--- config.mk ---
export PLATFORM = sky130hd
export DESIGN_NAME = uart_regbank
export DESIGN_NICKNAME = d
export VERILOG_FILES = /design/src/rtl/uart_regbank_pkg.sv /design/src/rtl/uart_rb_fifo.sv /design/src/rtl/uart_rb_intid.sv /design/src/rtl/uart_regbank.sv
export SDC_FILE = /design/constraint.sdc
export NUM_CORES = 1
export LEC_CHECK = 0
export BUFFER_PORTS_ARGS = -buffer_cell sky130_fd_sc_hd__buf_2
export CAP_MARGIN = 20
export CORE_AREA = 8 8 171 173
export CTS_CLUSTER_SIZE = 20
export DETAILED_ROUTE_END_ITERATION = 10
export DIE_AREA = 0 0 179 181
export PLACE_DENSITY = 0.7
export RECOVER_POWER = 25
export SETUP_SLACK_MARGIN = 0.02
export SKIP_LAST_GASP = 1
export SYNTH_ARGS = -nofsm -noshare
export SYNTH_HDL_FRONTEND = slang
export SYNTH_SLANG_ARGS = --single-unit
--- constraint.sdc ---
create_clock -name clk -period 3.8 [get_ports clk]
set_input_delay 0.38 -clock clk [delete_from_list [all_inputs] [get_ports clk]]
set_output_delay 0.38 -clock clk [all_outputs]
set_load 0.05 [all_outputs]
--- src/rtl/uart_regbank_pkg.sv ---
package uart_regbank_pkg;
  localparam logic [2:0] OFS_DATA  = 3'd0;
  localparam logic [2:0] OFS_IEN   = 3'd1;
  localparam logic [2:0] OFS_IDENT = 3'd2;
  localparam logic [2:0] OFS_LCTL  = 3'd3;
  localparam logic [2:0] OFS_MCTL  = 3'd4;
  localparam logic [2:0] OFS_LSTAT = 3'd5;
  localparam logic [2:0] OFS_MSTAT = 3'd6;
  localparam logic [2:0] OFS_SCR   = 3'd7;

  localparam int BANK_BIT  = 7;
  localparam int GATE_BIT  = 3;
  localparam int QEN_BIT   = 0;
  localparam int RXFL_BIT  = 1;
  localparam int TXFL_BIT  = 2;

  localparam logic [7:0] ID_NONE  = 8'h01;
  localparam logic [7:0] ID_LINE  = 8'h06;
  localparam logic [7:0] ID_RXTRG = 8'h04;
  localparam logic [7:0] ID_RXTMO = 8'h0C;
  localparam logic [7:0] ID_TXEMP = 8'h02;
  localparam logic [7:0] ID_MODEM = 8'h00;
  localparam logic [7:0] ID_QON   = 8'hC0;
endpackage

--- src/rtl/uart_rb_fifo.sv ---
module uart_rb_fifo #(
  parameter int WIDTH = 8,
  parameter int DEPTH = 16,
  localparam int AW = (DEPTH > 1) ? $clog2(DEPTH) : 1,
  localparam int CW = $clog2(DEPTH + 1)
) (
  input  logic             clk,
  input  logic             rst,
  input  logic             clr,
  input  logic             push,
  input  logic [WIDTH-1:0] din,
  input  logic             pop,
  output logic [WIDTH-1:0] dout,
  output logic [CW-1:0]    count,
  output logic             full,
  output logic             empty
);
  localparam logic [AW-1:0] LAST = AW'(DEPTH - 1);
  localparam logic [CW-1:0] CAP  = CW'(DEPTH);

  logic [WIDTH-1:0] mem [DEPTH];
  logic [AW-1:0]    wr_ptr, rd_ptr;
  logic             push_ok, pop_ok;

  assign full    = (count == CAP);
  assign empty   = (count == '0);
  assign push_ok = push && !full;
  assign pop_ok  = pop && !empty;
  assign dout    = mem[rd_ptr];

  function automatic logic [AW-1:0] step(input logic [AW-1:0] p);
    return (p == LAST) ? '0 : p + 1'b1;
  endfunction

  // storage without reset so it can map onto memory resources
  always_ff @(posedge clk) begin
    if (clr) begin
      if (push) mem[0] <= din;
    end else if (push_ok) begin
      mem[wr_ptr] <= din;
    end
  end

  always_ff @(posedge clk) begin
    if (rst) begin
      wr_ptr <= '0;
      rd_ptr <= '0;
      count  <= '0;
    end else if (clr) begin
      // flush; a simultaneous push becomes the single entry
      rd_ptr <= '0;
      wr_ptr <= push ? step('0) : '0;
      count  <= push ? CW'(1) : '0;
    end else begin
      if (push_ok) wr_ptr <= step(wr_ptr);
      if (pop_ok)  rd_ptr <= step(rd_ptr);
      count <= count + CW'(push_ok) - CW'(pop_ok);
    end
  end
endmodule

--- src/rtl/uart_rb_intid.sv ---
module uart_rb_intid #(
  parameter int CW = 5
) (
  input  logic          gate,
  input  logic          q_on,
  input  logic [3:0]    enables,
  input  logic          line_err,
  input  logic          rx_has,
  input  logic [CW-1:0] rx_count,
  input  logic [CW-1:0] trig,
  input  logic          tx_empty,
  input  logic          modem_chg,
  output logic [7:0]    code
);
  import uart_regbank_pkg::*;
  logic [7:0] base;

  always_comb begin
    if (enables[2] && line_err)                       base = ID_LINE;
    else if (enables[0] && rx_has && rx_count >= trig) base = ID_RXTRG;
    else if (enables[0] && rx_has)                     base = ID_RXTMO;
    else if (enables[1] && tx_empty)                   base = ID_TXEMP;
    else if (enables[3] && modem_chg)                  base = ID_MODEM;
    else                                               base = ID_NONE;
    if (!gate)      code = ID_NONE;
    else if (q_on)  code = base | ID_QON;
    else            code = base;
  end
endmodule

--- src/rtl/uart_regbank.sv ---
module uart_regbank #(
  parameter int QDEPTH = 16,
  localparam int CW = $clog2(QDEPTH + 1)
) (
  input  logic        clk,
  input  logic        rst,
  input  logic [2:0]  bus_addr,
  input  logic        bus_wr,
  input  logic [7:0]  bus_wdata,
  input  logic        bus_rd,
  output logic [7:0]  bus_rdata,
  input  logic        rx_strobe,
  input  logic [7:0]  rx_byte,
  input  logic [2:0]  rx_err,
  input  logic [3:0]  modem_in,
  output logic [7:0]  tx_data,
  output logic        tx_valid,
  input  logic        tx_ready,
  output logic [15:0] divisor
);
  import uart_regbank_pkg::*;

  logic [3:0] ien_q;
  logic [7:0] lctl_q;
  logic [4:0] mctl_q;
  logic [7:0] scr_q, dlo_q, dhi_q, rdata_q;
  logic       qon_q;
  logic [1:0] trig_sel_q;
  logic       ovr_q, brk_q, fer_q, per_q;
  logic [3:0] lines_q, chg_q;

  logic       bank;
  assign bank = lctl_q[BANK_BIT];

  // decoded strobes
  logic wr_data, wr_qctl, rd_data, rd_lstat, rd_mstat;
  assign wr_data  = bus_wr && bus_addr == OFS_DATA && !bank;
  assign wr_qctl  = bus_wr && bus_addr == OFS_IDENT;
  assign rd_data  = bus_rd && bus_addr == OFS_DATA && !bank;
  assign rd_lstat = bus_rd && bus_addr == OFS_LSTAT;
  assign rd_mstat = bus_rd && bus_addr == OFS_MSTAT;

  logic qoff_cmd;
  assign qoff_cmd = wr_qctl && qon_q && !bus_wdata[QEN_BIT];

  // receive and transmit queues
  logic          rx_clr, tx_clr, tx_pop;
  logic [7:0]    rx_head;
  logic [CW-1:0] rx_count, tx_count;
  logic          rx_full, rx_empty, tx_full, tx_empty;

  assign rx_clr = (wr_qctl && bus_wdata[RXFL_BIT]) || qoff_cmd || (rx_strobe && !qon_q);
  assign tx_clr = (wr_qctl && bus_wdata[TXFL_BIT]) || qoff_cmd || (wr_data && !qon_q);
  assign tx_pop = tx_valid && tx_ready;

  uart_rb_fifo #(.WIDTH(8), .DEPTH(QDEPTH)) u_rxq (
    .clk(clk), .rst(rst), .clr(rx_clr), .push(rx_strobe), .din(rx_byte),
    .pop(rd_data), .dout(rx_head), .count(rx_count), .full(rx_full), .empty(rx_empty)
  );

  uart_rb_fifo #(.WIDTH(8), .DEPTH(QDEPTH)) u_txq (
    .clk(clk), .rst(rst), .clr(tx_clr), .push(wr_data), .din(bus_wdata),
    .pop(tx_pop), .dout(tx_data), .count(tx_count), .full(tx_full), .empty(tx_empty)
  );

  assign tx_valid = !tx_empty;

  // receive trigger level
  logic [CW-1:0] trig;
  always_comb begin
    case (trig_sel_q)
      2'd0:    trig = CW'(1);
      2'd1:    trig = CW'(4);
      2'd2:    trig = CW'(8);
      default: trig = CW'(14);
    endcase
  end

  // status words
  logic [7:0] lstat, mstat, ident;
  assign lstat = {1'b0, tx_empty, tx_empty, brk_q, fer_q, per_q, ovr_q, !rx_empty};
  assign mstat = {lines_q, chg_q};

  uart_rb_intid #(.CW(CW)) u_id (
    .gate(mctl_q[GATE_BIT]), .q_on(qon_q), .enables(ien_q),
    .line_err(brk_q || fer_q || per_q || ovr_q), .rx_has(!rx_empty),
    .rx_count(rx_count), .trig(trig), .tx_empty(tx_empty),
    .modem_chg(chg_q != 4'd0), .code(ident)
  );

  // control registers
  always_ff @(posedge clk) begin
    if (rst) begin
      ien_q      <= '0;
      lctl_q     <= '0;
      mctl_q     <= '0;
      scr_q      <= '0;
      dlo_q      <= '0;
      dhi_q      <= '0;
      qon_q      <= 1'b0;
      trig_sel_q <= '0;
    end else if (bus_wr) begin
      case (bus_addr)
        OFS_DATA:  if (bank) dlo_q <= bus_wdata;
        OFS_IEN:   if (bank) dhi_q <= bus_wdata; else ien_q <= bus_wdata[3:0];
        OFS_IDENT: begin
          qon_q      <= bus_wdata[QEN_BIT];
          trig_sel_q <= bus_wdata[7:6];
        end
        OFS_LCTL:  lctl_q <= bus_wdata;
        OFS_MCTL:  mctl_q <= bus_wdata[4:0];
        OFS_SCR:   scr_q  <= bus_wdata;
        default: ;
      endcase
    end
  end

  // line-status flags: set on arrival wins over clear
  logic ovr_set;
  assign ovr_set = rx_strobe && (qon_q ? rx_full : !rx_empty);

  always_ff @(posedge clk) begin
    if (rst) begin
      ovr_q <= 1'b0;
      brk_q <= 1'b0;
      fer_q <= 1'b0;
      per_q <= 1'b0;
    end else begin
      if (ovr_set)                                  ovr_q <= 1'b1;
      else if (rd_data && rx_count == CW'(1) && !rx_clr) ovr_q <= 1'b0;
      brk_q <= (rx_strobe && rx_err[2]) || (brk_q && !rd_lstat);
      fer_q <= (rx_strobe && rx_err[1]) || (fer_q && !rd_lstat);
      per_q <= (rx_strobe && rx_err[0]) || (per_q && !rd_lstat);
    end
  end

  // modem-status tracking
  logic [3:0] diff;
  assign diff = modem_in ^ lines_q;

  always_ff @(posedge clk) begin
    if (rst) begin
      lines_q <= '0;
      chg_q   <= '0;
    end else begin
      lines_q <= modem_in;
      chg_q   <= rd_mstat ? diff : (chg_q | diff);
    end
  end

  // registered read port
  always_ff @(posedge clk) begin
    if (rst) begin
      rdata_q <= '0;
    end else if (bus_rd) begin
      case (bus_addr)
        OFS_DATA:  rdata_q <= bank ? dlo_q : (rx_empty ? 8'h00 : rx_head);
        OFS_IEN:   rdata_q <= bank ? dhi_q : {4'h0, ien_q};
        OFS_IDENT: rdata_q <= ident;
        OFS_LCTL:  rdata_q <= lctl_q;
        OFS_MCTL:  rdata_q <= {3'b000, mctl_q};
        OFS_LSTAT: rdata_q <= lstat;
        OFS_MSTAT: rdata_q <= mstat;
        default:   rdata_q <= scr_q;
      endcase
    end else begin
      rdata_q <= '0;
    end
  end

  assign bus_rdata = rdata_q;
  assign divisor   = {dhi_q, dlo_q};
endmodule

# ---- Word level (Yosys, flattened, before mapping)
# Memory sizes are Yosys's and may differ from the RTL's. A register that Yosys moved wholly into a read port is not among the register bits.
# Index checks and enable logic that the tools add are counted.
dict set report word_totals {
  memories 2
  register_bits 90
  word_cells 175
  input_bits 32
  mem_bits_rw 256
  output_inout_bits 33
}
dict set report classes {
  addsub 8
  mux 52
  reduce_logical 71
  n_bitwise 4
  n_eq_ne 16
  order_cmp 1
}
# name words width rd rd_clocked_by_memory_dff write_ports line_no
set memory_table {}
lappend memory_table {u_rxq.mem 16 8 1 1 1 uart_rb_fifo.sv:21} ;# logic [WIDTH-1:0] mem [DEPTH];
lappend memory_table {u_txq.mem 16 8 1 1 1 uart_rb_fifo.sv:21}
# cell n
set op_table {}
lappend op_table {{$mux 8} 11}
lappend op_table {{$mux 4} 15}
lappend op_table {{$pmux 8 s7} 1}
lappend op_table {{$logic_and 1x1->1} 32}
lappend op_table {{$mux 1} 22}
lappend op_table {{$add 4x1->4 const B} 4}
lappend op_table {{$eq 4x4->1 const B} 4}
lappend op_table {{$reduce_or 8->1} 2}
lappend op_table {{$eq 3x3->1 const B} 4}
lappend op_table {{$pmux 4 s3} 1}
lappend op_table {{$add 5x1->5} 2}
lappend op_table {{$eq 5x5->1 const B} 2}
lappend op_table {{$logic_not 5->1} 2}
lappend op_table {{$logic_or 1x1->1} 10}
lappend op_table {{$mux 5} 2}
lappend op_table {{$sub 5x1->5} 2}
lappend op_table {{$logic_not 1->1} 9}
lappend op_table {{$reduce_and 3->1} 3}
lappend op_table {{$reduce_and 2->1} 4}
lappend op_table {{$eq 3x2->1 const B} 2}
lappend op_table {{$reduce_bool 2->1} 3}
lappend op_table {{$reduce_or 2->1} 3}
lappend op_table {{$eq 5x1->1 const B} 1}
lappend op_table {{$ge 5x4->1} 1}
lappend op_table {{other kinds (9)} 10}

# ---- Depth between registers and ports, before layout
# Gate-level depths: netlist (run 1).
dict set report logic_depth {
  word_depth 10
  ltp_mapped 16
  mapped_depth_nobuf 15
}

# ---- Modules after synthesis
# Synthesis (run 1) repeated with hierarchy kept, for this count alone.
dict set report unflattened {
  cells_unflattened 1000
  hier_area_um2 14900.5
}
# module area_per_inst_um2 cells_each instances
set by_module_without_submodules {}
lappend by_module_without_submodules {{uart_rb_fifo at u_txq} 5845.6 317 1}
lappend by_module_without_submodules {{uart_rb_fifo at u_rxq} 5821.8 310 1}
lappend by_module_without_submodules {uart_regbank 3021.6 342 1}
lappend by_module_without_submodules {uart_rb_intid 211.5 31 1}

# ---- Worst setup path after synthesis (run 1)
# No wires, ideal clock.
dict set report synth_timing {
  kind {reg2reg}
  startpoint {reg u_rxq.count[2]}
  endpoint {mem u_rxq.mem[4][0], enable pin}
  period_less_slack_ps 2768
  setup_slack_ps 1032
  t_arrival_ps 2384
  required_time_ps 3417
  path_buffers 0
  path_stages_with_launch 9
  setup_ps 383
  cell_sequence {dfxtp_1 > inv_1 > ha_1 > nor3b_1 > and2_0 > nor2_1 > nand2_1 > or3_1 > nor3_1}
}
dict set report synth_between {
  elab_chain_len 8
  elab_cells_between_ends 9
  cone_classes {1 x eq/ne; 5 x mux; 3 x reduce/logical}
}
# item line_no
set synth_lines {}
lappend synth_lines {{from (decl)} uart_rb_fifo.sv:14} ;# output logic [CW-1:0] count,
lappend synth_lines {{from (signal assigned)} uart_rb_fifo.sv:53} ;# count <= push ? CW'(1) : '0;
lappend synth_lines {{from (signal assigned)} uart_rb_fifo.sv:57} ;# count <= count + CW'(push_ok) - CW'(pop_ok);
lappend synth_lines {{$eq 5x5->1 (*)} uart_rb_fifo.sv:25} ;# assign full = (count == CAP);
lappend synth_lines {{$logic_not 1->1 (*)} uart_rb_fifo.sv:27} ;# assign push_ok = push && !full;
lappend synth_lines {{$logic_and 1x1->1 (*)} uart_rb_fifo.sv:27}
lappend synth_lines {{$mux 1 (*)} uart_rb_fifo.sv:39} ;# end else if (push_ok) begin
lappend synth_lines {{$mux 1 (*)} uart_rb_fifo.sv:37} ;# if (clr) begin
lappend synth_lines {{$mux 1 (not written as such) (*)} uart_rb_fifo.sv:40} ;# mem[wr_ptr] <= din;
lappend synth_lines {{$reduce_or 8->1 (no source line)} -}
lappend synth_lines {{$mux 4 (no source line) / $mux 1 (equally long branches)} -}
lappend synth_lines {{to (decl)} uart_rb_fifo.sv:21}
# Every way passes the cells marked *; elsewhere a longest branch is shown, timed or not.

==> results.json, run 1 <==
{
  "port_buffers": 64,
  "cp.required_ps": 3420,
  "start_util": 0.550,
  "max_slew_margin": 0.158,
  "die_w_um": 179,
  "cts-root-buf": "clkbuf_16",
  "min_from": "modem_in[3]",
  "n_antenna_cell": 0,
  "postSynthAreaPerCell_um2": 14.7,
  "drive_above_1_share": 0.199,
  "fin_nets": 1132,
  "hold_depth": 2,
  "path_max_fanout": 25,
  "cts_tree": "built",
  "routed_wl_mm": 32.2,
  "ys_types": 60,
  "core_mm2": 0.0265,
  "max_stage_delay_ps": 620,
  "routed-wl-met3_mm": 2.07,
  "status": "finished clean",
  "async_reset_ff_frac": 0,
  "synthCells": 992,
  "muxShareOfSynthArea": 0.148,
  "clk_pin_slew_ps": 60,
  "via_per_inst": 5.95,
  "crit_buf_inv": 2,
  "whs_ps": 118,
  "start_kind": "register",
  "syn-num-nets": 1046,
  "setup_viol": 0,
  "synth_compound_area_frac": 0.0525,
  "yosysSeqAreaShare": 0.662,
  "drtPass1Iterations": 6,
  "maxUsedRoutingLayer": "met4",
  "cpLargestDelayFamily": "multiplexers",
  "place_congestion": 0.897,
  "regToRegSetupSlack_ps": 830,
  "rr_worst_depth": 16,
  "m1WireLength_mm": 13.7,
  "slew_viol_final": 0,
  "synth_edf_count": 256,
  "hpwl_mm": 21.9,
  "cts_buffers": 37,
  "irDropWorstVdd_uv": 436,
  "drv_cap": 0,
  "grt_pass1_wl_mm": 50.3,
  "dr_total_vias": 8593,
  "end_kind": "output port",
  "htree_levels": 2,
  "grt.total_usage": 0.203,
  "clock_skew_ps": 20.5,
  "yosys_register_bits": 354,
  "yosys_warnings": 0,
  "worstPathCellList": "buf_4 > mux4_2 > mux4_2 > buf_2",
  "worstPathArrival_ps": 2830,
  "synth_simple_gate_area_share": 0.0862,
  "ctsResizeCount": 0,
  "die_y_um": 181,
  "wire_per_inst_um": 22.3,
  "cpMostUsedCell": "mux4_2",
  "rr_startpoint": "u_rxq.count[2]",
  "max_slew.worst_pin.slew_ps": 1260,
  "syn_area_mm2": 0.0146,
  "setup_tns_ps": 0,
  "fin_crit_sh": 0.845,
  "clk_latency_ps": 520,
  "fmax_mhz": 311,
  "r2r-end": "u_rxq.count[4]",
  "powerDensity_mw_per_mm2": 531,
  "dr_wl_met2_mm": 15.4,
  "fill_cells": 1960,
  "grt.overflow.total": 0,
  "ant_nets": 0,
  "synth-main-ff-cell": "edfxtp_1",
  "period_minus_slack_ps": 3210,
  "hold_violations": 0,
  "drt_iter0_markers": 701,
  "slowest_stage": "mux4_2",
  "grt_max_degree": 38,
  "crit_type": "register to output port",
  "holdPathEnd": "lines_q[3]",
  "antenna_found_initial": 0,
  "rsz0062_at_grt": "no",
  "grt_pass1_vias": 8558,
  "hp-class": "primary input to register",
  "cts_hold_buf": 0,
  "p_leak_uw": 0.00555,
  "drc_errors": 0,
  "rows": 60,
  "cts.sinks": 354,
  "clockBufferDepth": 3,
  "area_delta_synth_final_pct": 13.2,
  "die-area_mm2": 0.0324,
  "post_cts_buffers": 0,
  "synthAdderAreaFrac": 0.0199,
  "ios": 65,
  "synth_top_family_by_area": "multiplexers",
  "synth-xor-area-share": 0.00901
}
[worst reg2reg max path: stages, from the launching register on]
cell and delay, ps:
dfxtp_1 360, inv_1 80, ha_1 230, nor4b_2 160, buf_4 160, nor2_2 140
and2_1 300, ha_1 290, inv_1 60, ha_1 160, inv_1 60, fa_1 440
inv_1 70, a21oi_1 50, nor2_1 100, or3_1 120, a21oi_1 60
[cell families after synthesis]
kind of cell | after synthesis
AND/OR/NAND/NOR | 265
multiplexers | 127
AO/OA/AOI/OAI | 128
adder cells (fa/ha/maj) | 22
buffers and inverters | 81
flip-flops | 354
XOR/XNOR | 15
[metrics by stage]
step / util / setup WS [ps] / cells / power, uW / instance area (um2)
6_report: 0.623 / 588 / 1445 / 8770 / 16500
5_1_grt: 0.623 / 427 / 1445 / 9080 / 16500
4_1_cts: 0.622 / 537 / 1442 / 8830 / 16500
3_5_place_dp: 0.579 / 611 / 1377 / 5430 / 15400
3_3_place_gp: 0.579 / 748 / 1376 / 5420 / 15300
2_1_floorplan: - / 1030 / 992 / 5140 / 14600
[metal layers]
metal,global-route usage,vias to the layer above
li1,-,3925
met1,0.276,4296
met2,0.321,299
met3,0.0373,73
met4,0.0724,0
met5,0,-
[cells in the mapped netlist (3+ instances only)]
library cell    n  area, um2
o21ai_0        27        135
nand3b_1        3       22.5
nand2_1        82        308
or3_1           9       56.3
nand3_1        14       70.1
buf_1           6       22.5
xor2_1         12        105
mux2i_1        54        541
buf_2          11       55.1
a21o_1          6       45.0
nor3_1          7       35.0
o221ai_1        6       52.6
nor2b_1        11       68.8
nand4b_1        4       35.0
a22oi_1         3       22.5
mux2_2          3       33.8
xnor2_1         3       26.3
nor2_1         96        360
clkbuf_1       37        139
a311oi_1        3       26.3
ha_1           20        250
a221oi_1        3       26.3
edfxtp_1      256       7690
a31oi_1         6       37.5
inv_1          25       93.8
a21oi_1        57        285
mux4_2         70       1580
nor4b_1         3       26.3
dfxtp_1        98       1960
and3_1          5       31.3
nor3b_1         4       30.0
nand2b_1       11       68.8
[sequential cells by signal, summed over array words and instances, names as in the netlist, 2 cells and up, named ones only]
name / flops
u_rxq.mem: 128
u_txq.mem: 128
bus_rdata: 8
dhi_q: 8
dlo_q: 8
lctl_q: 8
scr_q: 8
mctl_q: 5
u_rxq.count: 5
u_txq.count: 5
chg_q: 4
ien_q: 4
lines_q: 4
u_rxq.rd_ptr: 4
u_rxq.wr_ptr: 4
u_txq.rd_ptr: 4
u_txq.wr_ptr: 4
trig_sel_q: 2
[report_power, final]
part           leakage [uW]  switching [uW]  internal (uW)
Combinational       0.00189             617            441
Sequential          0.00310            79.2           4210
Clock              0.000556            1410           2010
Total               0.00555            2110           6660
[cell usage in the layout (no fill, tap or decap), types with 4 or more instances in the layout]
cell and count:
edfxtp_1 256, nor2_1 96, dfxtp_1 96, nand2_1 82, mux4_2 70, a21oi_1 57, mux2i_1 54, buf_2 54
clkbuf_16 37, buf_4 34, o21ai_0 27, inv_1 25, ha_1 20, clkbuf_1 17, nand3_1 14, clkinv_1 14
xor2_1 12, nor2b_1 11, nand2b_1 11, or3_1 9, nor3_1 7, a31oi_1 6, a21o_1 6, o221ai_1 6
and3_1 5, nand4b_1 4, nor3b_1 4
[cell type report]
class,instances,area (um2),area share
well taps,341,427,0.0259
clock inverters,22,181,0.0110
multi-input cells,557,4590,0.278
repair buffers,103,593,0.0359
flip-flops and latches,354,9650,0.585
inverters,25,93.8,0.00569
clock buffers,43,958,0.0581
[how the worst max path moves through the flow]
stage	from	endpoint	slack, ps	depth (start not counted)
final	register	tx_data[7]	590	4
after global routing	register	tx_data[2]	430	4
after CTS	register	tx_data[2]	540	4
after detailed placement	bus_addr[0]	u_txq.mem[3][2]	610	6
after global placement	bus_addr[0]	u_txq.mem[1][6]	750	6
after floorplan	u_rxq.count[2]	u_rxq.mem[4][0]	1030	8
No activity file was read; power rests on OpenSTA's default activity.
==> run 2, diff against run 1 <==
--- a/config.mk
+++ b/config.mk
@@ -5,13 +5,14 @@
 export SDC_FILE = /design/constraint.sdc
 export NUM_CORES = 1
 export LEC_CHECK = 0
+export ABC_AREA = 1
 export BUFFER_PORTS_ARGS = -buffer_cell sky130_fd_sc_hd__buf_2
 export CAP_MARGIN = 20
-export CORE_AREA = 8 8 171 173
+export CORE_AREA = 8 8 176 178
 export CTS_CLUSTER_SIZE = 20
 export DETAILED_ROUTE_END_ITERATION = 10
-export DIE_AREA = 0 0 179 181
-export PLACE_DENSITY = 0.7
+export DIE_AREA = 0 0 184 186
+export PLACE_DENSITY = 0.72
 export RECOVER_POWER = 25
 export SETUP_SLACK_MARGIN = 0.02
 export SKIP_LAST_GASP = 1
==> constraint.sdc (replaced) <==
create_clock -name clk -period 2.6 [get_ports clk]
set_input_delay 0.26 -clock clk [delete_from_list [all_inputs] [get_ports clk]]
set_output_delay 0.26 -clock clk [all_outputs]
set_load 0.05 [all_outputs]
==> results.json, run 2 <==
{
  "powerDensity_mw_per_mm2": 754,
  "yosys_register_bits": 354,
  "rr_worst_depth": 19,
  "synth_top_cell_area_share": 0.498,
  "status": "finished clean",
  "clk_latency_ps": 530,
  "post-synth-top-count-cell": "nand2_1",
  "max_slew_margin": 0.179,
  "drc_errors": 0,
  "path_max_fanout": 3,
  "clock_skew_ps": 23.1,
  "grt_pass1_vias": 10998,
  "dr_total_vias": 11317,
  "grt_max_degree": 65,
  "synth_edf_count": 256,
  "area_delta_synth_final_pct": 15.3,
  "mostFrequentLayoutCells": "nand2_1, edfxtp_1, inv_1",
  "synth_common_cells": "nand2_1, edfxtp_1, inv_1",
  "yosys.area.top_type": "edfxtp_1",
  "synth_top_family_by_area": "simple AND/OR/NAND/NOR gates",
  "crit_type": "register to register",
  "place_congestion": 0.937,
  "crit_start": "u_txq.count[3]",
  "cts-root-buf": "clkbuf_16",
  "worstPathCellList": "inv_1 > ha_1 > nand2_1 > nor2_4 > nand2_4 > nand2_1 > inv_1 > ha_1 > inv_1 > ha_2 > inv_1 > fa_2 > inv_2 > a21oi_1 > nor2_1 > nor2_1 > xor2_1 > inv_1 > nor2_1",
  "via_per_inst": 5.43,
  "antenna_found_initial": 0,
  "syn-num-nets": 1612,
  "register_area_mm2": 0.00966,
  "max_stage_delay_ps": 340,
  "end_kind": "register",
  "post-place-ws_ps": 37.4,
  "start_kind": "register",
  "ios": 65,
  "hpwl_mm": 24.4,
  "async_reset_ff_frac": 0,
  "cpMostUsedCell": "inv_1",
  "rsz0062_at_grt": "yes",
  "postSynthAreaPerCell_um2": 9.92,
  "irDropWorstVdd_uv": 500,
  "fmax_mhz": 408,
  "syn_area_mm2": 0.0154,
  "p_leak_uw": 0.00710,
  "cpLargestDelayFamily": "adder cells",
  "max_slew.worst_pin.slew_ps": 1230,
  "grt.overflow.total": 0,
  "htree_levels": 2,
  "hold_violations": 0,
  "yosys_warnings": 0,
  "synth-xor-area-share": 0.00737,
  "cts.sinks": 354,
  "worstPathArrival_ps": 2870,
  "synth_compound_area_frac": 0.0908,
  "drive_above_1_share": 0.129,
  "dp.cells": 2007,
  "hp-class": "primary input to register",
  "fin_nets": 1727,
  "core_mm2": 0.0282,
  "rows": 62,
  "drt_iter0_markers": 941,
  "crit_buf_inv": 6,
  "layout_commonest_cell": "nand2_1",
  "synth_simple_gate_area_share": 0.167,
  "grt_pass1_wl_mm": 58.3,
  "synthCells": 1558,
  "rr_startpoint": "u_txq.count[3]",
  "cp.required_ps": 3020,
  "ys_types": 45,
  "setup_viol": 0,
  "slew_viol_final": 0,
  "cts_tree": "built",
  "drv_cap": 0,
  "regToRegSetupSlack_ps": 150,
  "path_depth": 19,
  "yosysSeqAreaShare": 0.625,
  "muxShareOfSynthArea": 0.0207,
  "die-area_mm2": 0.0342,
  "drtPass1Iterations": 5,
  "n_antenna_cell": 0,
  "stdcell_count": 2083,
  "die_y_um": 186,
  "ys_top_cells_by_area": "edfxtp_1, dfxtp_1, nand2_1",
  "start_util": 0.547,
  "ant_nets": 0,
  "period_minus_slack_ps": 2450,
  "whs_ps": 79.4,
  "clockBufferDepth": 3,
  "die_w_um": 184,
  "multi_input_area_mm2": 0.00474,
  "fill_cells": 2348,
  "cp-endpoint": "u_txq.count[4]",
  "slowest_stage": "fa_2",
  "grt.total_usage": 0.218,
  "r2r-end": "u_txq.count[4]",
  "clk_pin_slew_ps": 60,
  "reg.largest.list": "u_rxq.mem: 128 flops, u_txq.mem: 128 flops",
  "cts_buffers": 38,
  "port_buffers": 64,
  "wire_per_inst_um": 17.9,
  "fin_ws_ps": 147,
  "routed_wl_mm": 37.3,
  "placed_cell_area_mm2": 0.0165,
  "synthAdderAreaFrac": 0.0188,
  "fin_crit_sh": 0.944,
  "stdcell_area_mm2": 0.0178,
  "fin_total_pwr_uw": 13400,
  "synth-main-ff-cell": "edfxtp_1"
}
-- run 2: routing by layer --
metal  global-route usage  vias up  part of all wire  wire length (um)
met2                0.367      437              0.48             17800
met1                0.284     5366              0.42             15800
met5                    0        -                 0                 0
met4               0.0749        0             0.027              1000
li1                     -     5442                 -                 -
met3               0.0347       72             0.072              2680
-- run 2: cell families after synthesis --
logic type,after synthesis
simple gates,602
flops,354
buf+inv,285
compound gates,250
mux,32
fa+ha+maj,22
xor+xnor,13
-- run 2: worst min-delay path by stage --
stage / startpoint / end / cells after the start
2_1_floorplan: rx_byte[0] / u_rxq.mem[0][0] / 0
3_3_place_gp: mctl_q[4] / mctl_q[4] / 2
3_5_place_dp: lctl_q[6] / lctl_q[6] / 2
4_1_cts: rx_strobe / fer_q / 3
5_1_grt: rx_strobe / per_q / 3
6_report: rx_strobe / fer_q / 3
-- run 2: area by class of cell --
| type | instances | share of cell area |
|---|---|---|
| clock inverter | 22 | 0.0103 |
| multi-input combinational | 919 | 0.266 |
| inverter | 224 | 0.0473 |
| sequential | 354 | 0.542 |
| tap | 384 | 0.0270 |
| timing repair buffer | 136 | 0.0503 |
| clock buffer | 44 | 0.0569 |
-- run 2: what timing repair did --
item / 4_1_cts / 5_1_grt
setup endpoints to repair: 5 / 6
gates resized for setup: 0 / 12
pin swaps: 0 / 3
endpoints found under the hold margin: 7 / 0
buffers inserted: 1 / 2
hold buffers: 7 / 0
-- run 2: stage by stage --
step	util	setup TNS, ps
after floorplan	-	0
after global placement	0.585	0
after detailed placement	0.585	0
after CTS	0.630	0
after global routing	0.631	-49.7
final	0.631	0
-- run 2: tightest hold or removal path: stages --
cell and delay [ps]:
buf_2 160, nand2_1 70, a21oi_1 50
-- run 2: power breakdown --
group	switching [uW]	internal (uW)
sequential	113	6170
clock	2120	3000
combinational	1320	701
total	3560	9880
